[src/rtl/rpd_pkg.sv]
package rpd_pkg;
  typedef enum logic [2:0] {
    ACC_IDLE    = 3'd0,
    ACC_REG_OK  = 3'd1,
    ACC_REG_BAD = 3'd2,
    ACC_REG_DENY = 3'd3,
    ACC_OTHER   = 3'd4
  } acc_kind_t;

  localparam int unsigned DEF_ADDR_W = 24;
  localparam int unsigned DEF_FC_W   = 3;
  localparam int unsigned DEF_DATA_W = 16;
endpackage

[src/rtl/rpd_access_decode.sv]
module rpd_access_decode
  import rpd_pkg::*;
#(
  parameter int unsigned ADDR_W = DEF_ADDR_W,
  parameter int unsigned FC_W   = DEF_FC_W,
  parameter logic [ADDR_W-1:0] REG_ADDR = 24'h0000F2,
  parameter logic [FC_W-1:0]   SUPV_FC  = 3'b101
) (
  input  logic [ADDR_W-1:0] addr,
  input  logic [FC_W-1:0]   fc,
  input  logic              rd,
  input  logic              wr,
  input  logic              word,
  output logic              at_reg,
  output acc_kind_t         kind
);
  // word-granular match: both byte lanes of the register hit
  assign at_reg = (addr[ADDR_W-1:1] == REG_ADDR[ADDR_W-1:1]);

  always_comb begin
    if (!(rd || wr))            kind = ACC_IDLE;
    else if (!at_reg)           kind = ACC_OTHER;
    else if (fc != SUPV_FC)     kind = ACC_REG_DENY;
    else if (word)              kind = ACC_REG_OK;
    else                        kind = ACC_REG_BAD;
  end

  always_comb begin
    if (kind == ACC_REG_OK) a_r2_only_supv_word: assert (fc == SUPV_FC && word);
  end
endmodule

[src/rtl/rpd_base_reg.sv]
module rpd_base_reg #(
  parameter int unsigned DATA_W = 16,
  parameter logic [DATA_W-1:0] RESET_VAL = 16'hBFFF
) (
  input  logic              clk,
  input  logic              rst_n,
  input  logic              we,
  input  logic [DATA_W-1:0] wdata,
  output logic [DATA_W-1:0] value,
  output logic              armed
);
  always_ff @(posedge clk or negedge rst_n) begin
    if (!rst_n) begin
      value <= RESET_VAL;
      armed <= 1'b0;
    end else if (we) begin
      value <= wdata;
      armed <= 1'b1;
    end
  end

  a_r3_write_lands: assert property (@(posedge clk) disable iff (!rst_n)
    we |=> (value == $past(wdata)));
  a_r4_armed_sticky: assert property (@(posedge clk) disable iff (!rst_n)
    armed |=> armed);
  a_r4_armed_by_write_only: assert property (@(posedge clk) disable iff (!rst_n)
    (!armed && !we) |=> !armed);
endmodule

[src/rtl/rpd_window_match.sv]
module rpd_window_match #(
  parameter int unsigned ADDR_W = 24,
  parameter int unsigned FC_W   = 3,
  parameter int unsigned BASE_W = 12,
  parameter logic [FC_W-1:0] IACK_FC = 3'b111
) (
  input  logic [ADDR_W-1:0] addr,
  input  logic [FC_W-1:0]   fc,
  input  logic [FC_W-1:0]   fc_field,
  input  logic              cfc,
  input  logic [BASE_W-1:0] base,
  input  logic              enable,
  output logic              hit
);
  localparam int unsigned WIN_LSB = ADDR_W - BASE_W;

  logic [BASE_W-1:0] bit_eq;
  for (genvar i = 0; i < BASE_W; i++) begin : g_cmp
    assign bit_eq[i] = ~(addr[WIN_LSB+i] ^ base[i]);
  end

  logic addr_ok, fc_ok, space_ok;
  assign addr_ok  = &bit_eq;
  assign fc_ok    = !cfc || (fc == fc_field);
  assign space_ok = (fc != IACK_FC);
  assign hit      = enable && addr_ok && fc_ok && space_ok;

  always_comb begin
    if (fc == IACK_FC) a_r7_iack_no_hit: assert (!hit);
    if (!enable)       a_r4_disabled_no_hit: assert (!hit);
  end
endmodule

[src/rtl/rpd_decoder.sv]
module rpd_decoder
  import rpd_pkg::*;
#(
  parameter int unsigned ADDR_W = DEF_ADDR_W,
  parameter int unsigned FC_W   = DEF_FC_W,
  parameter int unsigned DATA_W = DEF_DATA_W,
  parameter logic [ADDR_W-1:0] REG_ADDR  = 24'h0000F2,
  parameter logic [FC_W-1:0]   SUPV_FC   = 3'b101,
  parameter logic [FC_W-1:0]   IACK_FC   = 3'b111,
  parameter logic [DATA_W-1:0] RESET_VAL = 16'hBFFF
) (
  input  logic              clk,
  input  logic              rst_n,
  input  logic [ADDR_W-1:0] addr,
  input  logic [FC_W-1:0]   fc,
  input  logic              rd,
  input  logic              wr,
  input  logic              word,
  input  logic [DATA_W-1:0] wdata,
  output logic [DATA_W-1:0] rdata,
  output logic              reg_hit,
  output logic              acc_err,
  output logic              periph_sel
);
  localparam int unsigned BASE_W  = DATA_W - FC_W - 1;
  localparam int unsigned CFC_BIT = BASE_W;
  localparam int unsigned FC_LSB  = BASE_W + 1;

  acc_kind_t         kind;
  logic              at_reg;
  logic              we;
  logic              armed;
  logic [DATA_W-1:0] reg_value;
  logic              win_hit;

  rpd_access_decode #(
    .ADDR_W(ADDR_W), .FC_W(FC_W), .REG_ADDR(REG_ADDR), .SUPV_FC(SUPV_FC)
  ) u_acc (
    .addr(addr), .fc(fc), .rd(rd), .wr(wr), .word(word),
    .at_reg(at_reg), .kind(kind)
  );

  assign we = (kind == ACC_REG_OK) && wr;

  rpd_base_reg #(
    .DATA_W(DATA_W), .RESET_VAL(RESET_VAL)
  ) u_reg (
    .clk(clk), .rst_n(rst_n), .we(we), .wdata(wdata),
    .value(reg_value), .armed(armed)
  );

  rpd_window_match #(
    .ADDR_W(ADDR_W), .FC_W(FC_W), .BASE_W(BASE_W), .IACK_FC(IACK_FC)
  ) u_win (
    .addr(addr), .fc(fc),
    .fc_field(reg_value[DATA_W-1:FC_LSB]),
    .cfc(reg_value[CFC_BIT]),
    .base(reg_value[BASE_W-1:0]),
    .enable(armed),
    .hit(win_hit)
  );

  assign periph_sel = (kind == ACC_OTHER) && win_hit;
  assign reg_hit    = (kind == ACC_REG_OK);
  assign acc_err    = (kind == ACC_REG_BAD);
  assign rdata      = (reg_hit && rd) ? reg_value : '0;

  a_r9_reg_addr_no_sel: assert property (@(posedge clk) disable iff (!rst_n)
    at_reg |-> !periph_sel);
  a_r4_no_sel_unarmed: assert property (@(posedge clk) disable iff (!rst_n)
    !armed |-> !periph_sel);
  a_r2_foreign_space_no_write: assert property (@(posedge clk) disable iff (!rst_n)
    (at_reg && (rd || wr) && fc != SUPV_FC) |=> $stable(reg_value));
  a_r8_byte_no_write: assert property (@(posedge clk) disable iff (!rst_n)
    acc_err |=> $stable(reg_value));
  a_r10_idle_quiet: assert property (@(posedge clk) disable iff (!rst_n)
    !(rd || wr) |-> !(periph_sel || reg_hit || acc_err));
  a_r10_exclusive: assert property (@(posedge clk) disable iff (!rst_n)
    $onehot0({periph_sel, reg_hit, acc_err}));
endmodule

[config.mk]
export PLATFORM = sky130hd
export DESIGN_NAME = rpd_decoder
export DESIGN_NICKNAME = d
export VERILOG_FILES = /design/src/rtl/rpd_pkg.sv /design/src/rtl/rpd_access_decode.sv /design/src/rtl/rpd_base_reg.sv /design/src/rtl/rpd_window_match.sv /design/src/rtl/rpd_decoder.sv
export SDC_FILE = /design/constraint.sdc
export NUM_CORES = 1
export LEC_CHECK = 0
export BUFFER_PORTS_ARGS = -buffer_cell sky130_fd_sc_hd__buf_2
export CAP_MARGIN = 10
export CORE_ASPECT_RATIO = 1.1
export CORE_UTILIZATION = 39
export DETAILED_ROUTE_END_ITERATION = 8
export GPL_TIMING_DRIVEN = 0
export HOLD_SLACK_MARGIN = 0.12
export PLACE_DENSITY = 0.75
export SLEW_MARGIN = 10
export SYNTH_ARGS = -nofsm -noshare
export SYNTH_HDL_FRONTEND = slang
export SYNTH_SLANG_ARGS = --single-unit
export TNS_END_PERCENT = 10
[constraint.sdc]
create_clock -name clk -period 1.3 [get_ports clk]
set_input_delay 0.065 -clock clk [delete_from_list [all_inputs] [get_ports clk]]
set_output_delay 0.065 -clock clk [all_outputs]
set_load 0.05 [all_outputs]
# Word level (Yosys, flattened, before mapping)

Cells that the tools add are included.

Word-level logic and storage cells: 48
Bits of input ports: 48
Output and inout port bits: 19
Register bits: 17

Reductions and logical operators: 10
Bitwise gates (word level): 24
Eq/ne operators: 7
Mux-type cells: 5

Operators with widths:

| cell                | count |
|---|---|
| $eq 23x7->1 const B | 1 |
| $mux 16             | 1 |
| $not 1->1           | 12 |
| $reduce_and 12->1   | 1 |
| $xor 1x1->1         | 12 |
| $mux 3              | 3 |
| $logic_and 1x1->1   | 6 |
| $ne 3x3->1 const B  | 2 |
| $eq 3x1->1 const B  | 1 |
| $eq 3x2->1 const B  | 1 |
| $eq 3x3->1          | 1 |
| $eq 3x3->1 const B  | 1 |
| $logic_or 1x1->1    | 2 |
| $mux 2              | 1 |
| $logic_not 1->1     | 1 |

# Logic depth before layout (Yosys ltp)

Gate-level depths: netlist of the first run.

Depth in word-level cells: 7
Gate-level depth with buffers: 6
Gate-level depth less buffers: 4

# Hierarchy

Synthesis of the first run repeated with hierarchy kept, for this count alone.

Cell total of the unflattened synthesis: 96
Area, all modules: 1196.1 um^2

Modules (own cells, without submodules):

| module            | cells an instance | instances | area each (um^2) |
|---|---|---|---|
| rpd_base_reg      | 36                | 1         | 695.7 |
| rpd_window_match  | 22                | 1         | 185.2 |
| rpd_decoder       | 22                | 1         | 177.7 |
| rpd_access_decode | 16                | 1         | 137.6 |

# Worst setup path after synthesis of the first run

OpenSTA, ideal clock, no wires.

Kind: input port to output port
Start point: input port addr[19]
End point: output port acc_err
Arrival time: 2633 ps
Cell stages on the path: 5
Buffers on the path: 1
Setup slack: -1398 ps
Path through: nor4_2 > nand4_1 > or2_2 > clkbuf_1 > nor4b_1

Longest elaborated chain between the ends: 4

RTL lines:

| item        | line                    | text |
|---|---|---|
| from (decl) | rpd_decoder.sv:14       | `input logic [ADDR_W-1:0] addr,` |
| $eq 23x7->1 | rpd_access_decode.sv:18 | `assign at_reg = (addr[ADDR_W-1:1] == REG_ADDR[ADDR_W-1:1]);` |
| $mux 3      | rpd_access_decode.sv:22 | `else if (!at_reg) kind = ACC_OTHER;` |
| $mux 3      | rpd_access_decode.sv:21 | `if (!(rd \|\| wr)) kind = ACC_IDLE;` |
| $eq 3x2->1  | rpd_decoder.sv:65       | `assign acc_err = (kind == ACC_REG_BAD);` |
| to (decl)   | rpd_decoder.sv:22       | `output logic acc_err,` |

Every way passes these cells.

# Worst setup path in the final report of the first run

Start point: register u_reg.value[5]
End point: output port periph_sel

Longest elaborated chain between the ends: 7

RTL lines:

| item                            | line                   | text |
|---|---|---|
| from (decl)                     | rpd_base_reg.sv:9      | `output logic [DATA_W-1:0] value,` |
| from (signal assigned)          | rpd_base_reg.sv:17     | `value <= wdata;` |
| $xor 1x1->1                     | rpd_window_match.sv:19 | `assign bit_eq[i] = ~(addr[WIN_LSB+i] ^ base[i]);` |
| $not 1->1                       | rpd_window_match.sv:19 |  |
| $reduce_and 12->1               | rpd_window_match.sv:23 | `assign addr_ok = &bit_eq;` |
| $logic_and 1x1->1 (3 in series) | rpd_window_match.sv:26 | `assign hit = enable && addr_ok && fc_ok && space_ok;` |
| $logic_and 1x1->1               | rpd_decoder.sv:63      | `assign periph_sel = (kind == ACC_OTHER) && win_hit;` |
| to (decl)                       | rpd_decoder.sv:23      | `output logic periph_sel` |

Every way passes these cells.

==> results of run 1 <==
==> layout make-up <==
class / count / area [um2] / share of cell area
Tap cell: 33 / 41.3 / 0.0180
Inverter: 1 / 3.75 / 0.00163
Sequential cell: 17 / 444 / 0.193
Timing Repair Buffer: 95 / 825 / 0.359
Clock buffer: 4 / 26.3 / 0.0114
Buffer: 8 / 76.3 / 0.0332
Multi-Input combinational cell: 87 / 880 / 0.383
==> state kept, by name, summed over array words and instances, names as in the netlist <==
register,flops
u_reg.value,16
u_reg.armed,1
==> worst register-to-register path, delay by kind of cell (launching register included) <==
family,cells,cell delay (ns)
buffers and inverters,1,0.14
muxes,1,0.14
DFF,1,0.57
==> cells in the final DEF, fill, tap and decap left out, types with 2 or more instances in the layout <==
| cell | instances |
|---|---|
| clkbuf_1 | 3 |
| clkbuf_4 | 4 |
| mux2_4 | 9 |
| dfrtp_1 | 2 |
| dfstp_2 | 15 |
| nand4_1 | 20 |
| nor4_4 | 3 |
| buf_2 | 41 |
| xor2_1 | 3 |
| dlygate4sd3_1 | 17 |
| nor2_2 | 2 |
| buf_8 | 8 |
| buf_6 | 19 |
| nor4b_2 | 2 |
| mux2_2 | 7 |
| nand2_1 | 2 |
| buf_4 | 9 |
| xnor2_1 | 11 |
| nor2_4 | 14 |
| buf_16 | 2 |
==> cell families after synthesis <==
kind of cell	Yosys count	share of synthesized area
DFF	17	0.374
and+or+nand+nor	55	0.287
AOI/OAI and AO/OA	1	0.00632
muxes	16	0.180
buffers and inverters	10	0.0421
xor gates and xnor gates	15	0.111
==> per-stage QoR <==
stage                     cells  TNS (ns)
after floorplan             114     -7.41
final                       245     -5.63
after CTS                   239     -7.97
after detailed placement    210    -18.29
after global placement      210    -17.09
after global routing        245     -7.62
==> how the worst min path moves through the flow <==
stage	from	slack, ns	to
2_1_floorplan	rst_n	-0.23	u_reg.armed
3_3_place_gp	rst_n	-0.007	u_reg.value[14]
3_5_place_dp	rst_n	0.006	u_reg.value[14]
4_1_cts	rst_n	0.22	u_reg.value[14]
5_1_grt	rst_n	0.24	u_reg.value[14]
6_report	rst_n	0.21	u_reg.value[14]
==> routing by layer <==
metal  vias up  track usage  part of all wire
met2        63        0.478              0.55
met5         -            0                 0
met1       671        0.317              0.37
li1        619            -                 -
met3        14       0.0280             0.050
met4         0        0.106             0.029
==> what timing repair did <==
| action | CTS | global route |
|---|---|---|
| setup endpoints to repair | 36 | 36 |
| gates resized for setup | 60 | 17 |
| hold buffers | 17 | 0 |
| cloned | 1 | 1 |
| endpoints found under the hold margin | 33 | 0 |
| pin swaps | 13 | 9 |
| buffers inserted | 8 | 5 |
==> power by group through the flow <==
stage	clock network, uW	logic [uW]	registers (uW)
2_1_floorplan	0	59.3	539
3_3_place_gp	0	158	539
3_5_place_dp	0	161	539
4_1_cts	291	212	531
5_1_grt	309	244	531
6_report	276	228	531
==> impl_results.md, run 1 <==
- DR WL/cell: around 18 um
- Crit path capture type: output pin
- Die Footprint: between 3000 and 4000 um2
- RR Startpoint: u_reg.value[0]
- CTS tree: yes
- Most frequent cell after synthesis: nand4_1
- Row count: 20
- Top cells by count, synth: 20 x nand4_1, 17 x nor2_1, 15 x dfstp_2
- Synth area leader: dfstp_2
- Peak VDD IR: 0.462 mV
- Final Max Slew Viols: 0
- Power per cell area: 451 nW/um2
- Highest cell delay on the worst timing path: 0.57 ns
- Mapped Nets: around 160
- Crit path buf inv count: 1
- Final instance area: around 2300 um2
- TritonRoute pass-1 iters: 4
- Vias in the first global route: between 1000 and 1500
- Post-synth cell types: 27
- Final Wtd Congestion: about 0.82
- Internal power: around 780 uW
- FILL cells: roughly 170
- Status: complete, but fails checks
- Minimum clock period: 1.84 ns
- Final setup margin: -0.539 ns
- Worst Tran Pin Value: 0.526 ns
- Crit path kind: reg -> out
- Clk pwr share: 0.267
- Num CTS Buffers: 3
- Cell depth of the worst flop-to-flop path: 2
- RSZ-0062 raised after global routing: true
- Hold crit path type: in -> async
- Worst-skew pair later-pin latency: ~0.28 ns
- Slew HR: 0.650
- Area Overhead vs Synth: 93.4%
- FFs w/ async S/R, synth: 1.00
- Grt ovf: 0
- Fin util: 0.812
- Seq/Total Area, Yosys: 0.374
- Num ports: 67
- Placed cell areas: ~1700 um2
- Pleak: between 0.0009 and 0.001 uW
- Initial core utilization: 0.420
- Max-Cap Viols: 0
- Layout cell share with drive strength beyond 1: 0.679
- Die Y: around 60 um
- Synth Instances: roughly 110
- Hold violation count in the final report: 0
- Final setup fails: 35
- Critical-path maximum fanout: 3
- Vias per cell: between 5 and 6
- CTS root buffer: clkbuf_4
- CTS clock-pin slew for the worst setup and hold paths: ~0.1 ns
- Max H-tree Level: 1
- Initial drt markers: 28
- CP max-delay cell: dfstp_2
- Vias: around 1400
- Reg-to-Reg End: u_reg.value[0]
- Core Area: between 2000 and 3000 um2
- WP data required: roughly 1.2 ns
- Worst Setup SP: u_reg.value[5]
- Synthesized area: 1190 um2
- Fin Hold WS: ~0.21 ns
- Post-synth EDFFs: 0
- Peak Freq: between 500 and 600 MHz
- Area contributors post-synth: dfstp_2 33%, mux2_4 11%, nand4_1 11%
- Switching share of power: 0.251
- Routed Antenna Nets: 0
- Clock sink total: 17
- Initial antenna violation count: 0
- Crit path DAT: between 1.5 and 2 ns
- NumNets Final: roughly 260
- First-pass GRT wire length: between 6 and 7 mm
- Syn Area/Cell: 10.4 um2
- FF-to-FF setup slack: ~0.4 ns
- Prevailing post-synth register cell: dfstp_2
- Total Power: 1040 uW
- Register bit total from synthesis: 17
- Crit path launch type: flip-flop
- Violated checks: setup timing
- Largest net degree at the start of global routing: 18
- Top-area cell type share of the netlist area: 0.332
- Synth Warn #: 0
- GRT Overall Usage: 0.268
- Fin crit share: 1.41
- Reg power frac: 0.513
- Switching power: between 200 and 300 uW
- Share of total power in combinational logic: 0.220
- Antenna Cells: 0
- Port buffer count: 63
- CP endpoint: periph_sel
- # DRC: 0
- Clock Skews: 0 ns
- Dpl hpwl: 2.55 mm
- Worst-path cell chain: xnor2_1 -> nand4_1 -> nor4_2 -> and3_1 -> buf_6
- DIE WIDTH: roughly 55 um
- Clk buf depth: 2
- Setup WS pre-CTS: -0.672 ns
- Levels on crit path: 5
- Wirelength, routed: 4.46 mm
- Crit-path leading delay family: simple AND/OR/NAND/NOR gates
Note: power is estimated with default switching activity, not from simulation.
==> run 2: changes to the inputs <==
CORE_UTILIZATION = 44   (was 39)
PLACE_DENSITY = 0.8   (was 0.75)
clock period = 1.7 ns   (was 1.3 ns; I/O delays follow)
==> run 2 against run 1 <==
The flow still finishes with violations (setup timing). Sequential power down 24%. Critical path depth unchanged. Via count down 7.2%. Register-to-register slack better by 0.43 ns. Power down 24%. Setup slack better by 0.44 ns. Non-clock buffer count down 10. Wire length down 16%. Final cell count down 4.9%. Sequential share of layout area up 3.3 points. Die area down 11%. Core utilization down 3.4 points. Critical path type unchanged. Critical endpoint unchanged.
==> impl_results.md, run 2 (synthesis gave the netlist of run 1 again) <==
- Status: complete, but fails checks
- Violated checks: setup timing
- Core Area: 2520 um2 (-11%)
- Placed cell areas: 1650 um2 (-2.9%)
- Initial antenna violation count: 0 (unchanged)
- Layout cell share with drive strength beyond 1: 0.624 (-0.0555)
- Total Power: 788 uW (-24%)
- Hold crit path type: in -> async
- Cell total after placement: 208 (-0.95%)
- Clk buf depth: 2 (unchanged)
- TritonRoute pass-1 iters: 4 (unchanged)
- Port buffer count: 63 (unchanged)
- RSZ-0062 raised after global routing: true
- Routed Antenna Nets: 0 (unchanged)
- Clock Skews: 0 ns (unchanged)
- Share of total power in combinational logic: 0.204 (-0.016)
- Most flops, register: u_reg.value
- Switching power: 203 uW (-22%)
- Num CTS Buffers: 3 (unchanged)
- # DRC: 0 (unchanged)
- Largest regs: u_reg.value (16), u_reg.armed (1)
- Power per cell area: 402 nW/um2 (-11%)
- Row count: 19 (-5.0%)
- Final instance area: 1960 um2 (-15%)
- Num ports: 67 (unchanged)
- Clk pwr share: 0.281 (+0.014)
- Crit path launch type: flip-flop
- Switching share of power: 0.258 (+0.00708)
- Hold violation count in the final report: 0 (unchanged)
- CP max-delay cell: dfstp_2
- Max-Cap Viols: 0 (unchanged)
- Non-Filler Instances: 233 (-4.9%)
- Clock sink total: 17 (unchanged)
- Final setup margin: -0.102 ns (+0.437 ns)
- Wirelength, routed: 3.73 mm (-16%)
- Fin crit share: 1.06
- CTS tree: yes
- Largest net degree at the start of global routing: 18 (unchanged)
- Worst-skew pair later-pin latency: 0.29 ns (about the same)
- Worst Tran Pin Value: 0.654 ns (+0.128 ns)
- Commonest non-fill, non-tap cells in the layout: 51 x buf_2, 20 x nand4_1, 17 x dlygate4sd3_1
- Final Max Slew Viols: 0 (unchanged)
- GRT Overall Usage: 0.284 (+0.0160)
- Max H-tree Level: 1 (unchanged)
- Worst-path cell chain: xnor2_2 -> nand4_1 -> nor4_1 -> and3_1 -> buf_6
- Vias in the first global route: 1336 (+2.8%)
- Slew HR: 0.561 (-0.0887)
- Crit path DAT: 1.72 ns (-0.05 ns)
- Grt ovf: 0 (unchanged)
- Vias: 1269 (-7.2%)
- Die Y: 56.5 um (-5.7%)
- WP data required: 1.62 ns (+0.38 ns)
- Most common cell after layout, fill and taps aside: buf_2
- Peak Freq: approximately 550 MHz
- Initial core utilization: 0.471 (+0.0513)
- Internal power: 584 uW (-25%)
- Crit path kind: reg -> out
- NumNets Final: 251 (-3.8%)
- Fin util: 0.778 (-0.0339)
- CTS clock-pin slew for the worst setup and hold paths: 0.10 ns (about the same)
- Highest cell delay on the worst timing path: 0.57 ns (about the same)
- Dpl hpwl: 2.60 mm (+1.6%)
- Minimum clock period: around 1.8 ns
- Area Overhead vs Synth: 65.1%
- Antenna Cells: 0 (unchanged)
- Vias per cell: 5.45 (-2.4%)
- DR WL/cell: 16.0 um (-12%)
- Largest register FFs: 16 (unchanged)
- Final Wtd Congestion: 0.862 (+5.0%)
- Critical-path maximum fanout: 2 (-1)
- First-pass GRT wire length: 6.07 mm (-2.0%)
- Final setup fails: 2 (-94%)
- Reg power frac: 0.516 (+0.003)
- Crit path capture type: output pin
- Peak VDD IR: 0.460 mV (-0.31%)
- Initial drt markers: 22 (-21%)
- CTS root buffer: clkbuf_4
- DIE WIDTH: 51.5 um (-5.6%)
- Die Footprint: 2910 um2 (-11%)
- Pleak: 0.000818 uW (-11%)
run 2: cell count changes in the layout (fill, tap and decap cells not counted), sizes merged:
cell,delta
buf,-9
clkbuf,-1
run 2: cell type report:
class,instances,area [um2]
sequential,17,444
multi-input combinational,87,831
tap,31,38.8
clock buffer,4,26.3
inverter,1,3.75
buffer,8,50.0
fill,174,559
timing repair buffer,85,567
run 2: routing by layer:
layer | track usage | vias to the layer above | routed length, um
met5 | 0 | - | 0
met4 | 0.104 | 0 | 51
met3 | 0.0298 | 8 | 170
met2 | 0.495 | 51 | 2080
met1 | 0.353 | 615 | 1440
li1 | - | 595 | -
run 2: worst paths after layout:
check,from,endpoint,slack [ns],cells after the start
max,u_reg.value[9],periph_sel,-0.10,5
min,rst_n,u_reg.value[14],0.25,2
max reg2reg,u_reg.value[11],u_reg.value[11],0.83,2
min reg2reg,u_reg.armed,u_reg.armed,0.50,1
max in group asynchronous,rst_n,u_reg.value[10],1.14,2
min in group clk,wr,u_reg.value[4],0.33,4
run 2: power groups by stage:
| stage | logic (uW) | clock network (uW) | registers (uW) |
|---|---|---|---|
| after detailed placement | 124 | 0 | 412 |
| after global routing | 173 | 245 | 406 |
| after global placement | 118 | 0 | 412 |
| final | 160 | 221 | 406 |
| after floorplan | 44.8 | 0 | 413 |
| after CTS | 158 | 222 | 406 |
run 2: stage by stage:
step	hold slack, ns	setup WS (ns)	TNS [ns]
2_1_floorplan	-0.211	-0.112	-1.16
3_3_place_gp	0.0200	-0.475	-10.57
3_5_place_dp	0.0237	-0.476	-9.39
4_1_cts	0.245	-0.107	-0.107
5_1_grt	0.266	-0.224	-1.28
6_report	0.251	-0.102	-0.105
run 2: critical path, delay by kind of cell (launching register included):
family	cells	cell delay, ns
AND/OR/NAND/NOR	3	0.57
XOR/XNOR	1	0.12
flip-flops	1	0.57
buffers and inverters	1	0.16
run 2: what timing repair did:
action | in CTS | in global routing
hold buffers | 17 | 0
setup endpoints to repair | 19 | 14
endpoints found under the hold margin | 33 | 0
pin swaps | 4 | 1
gates resized for setup | 20 | 3
buffers inserted | 5 | 0
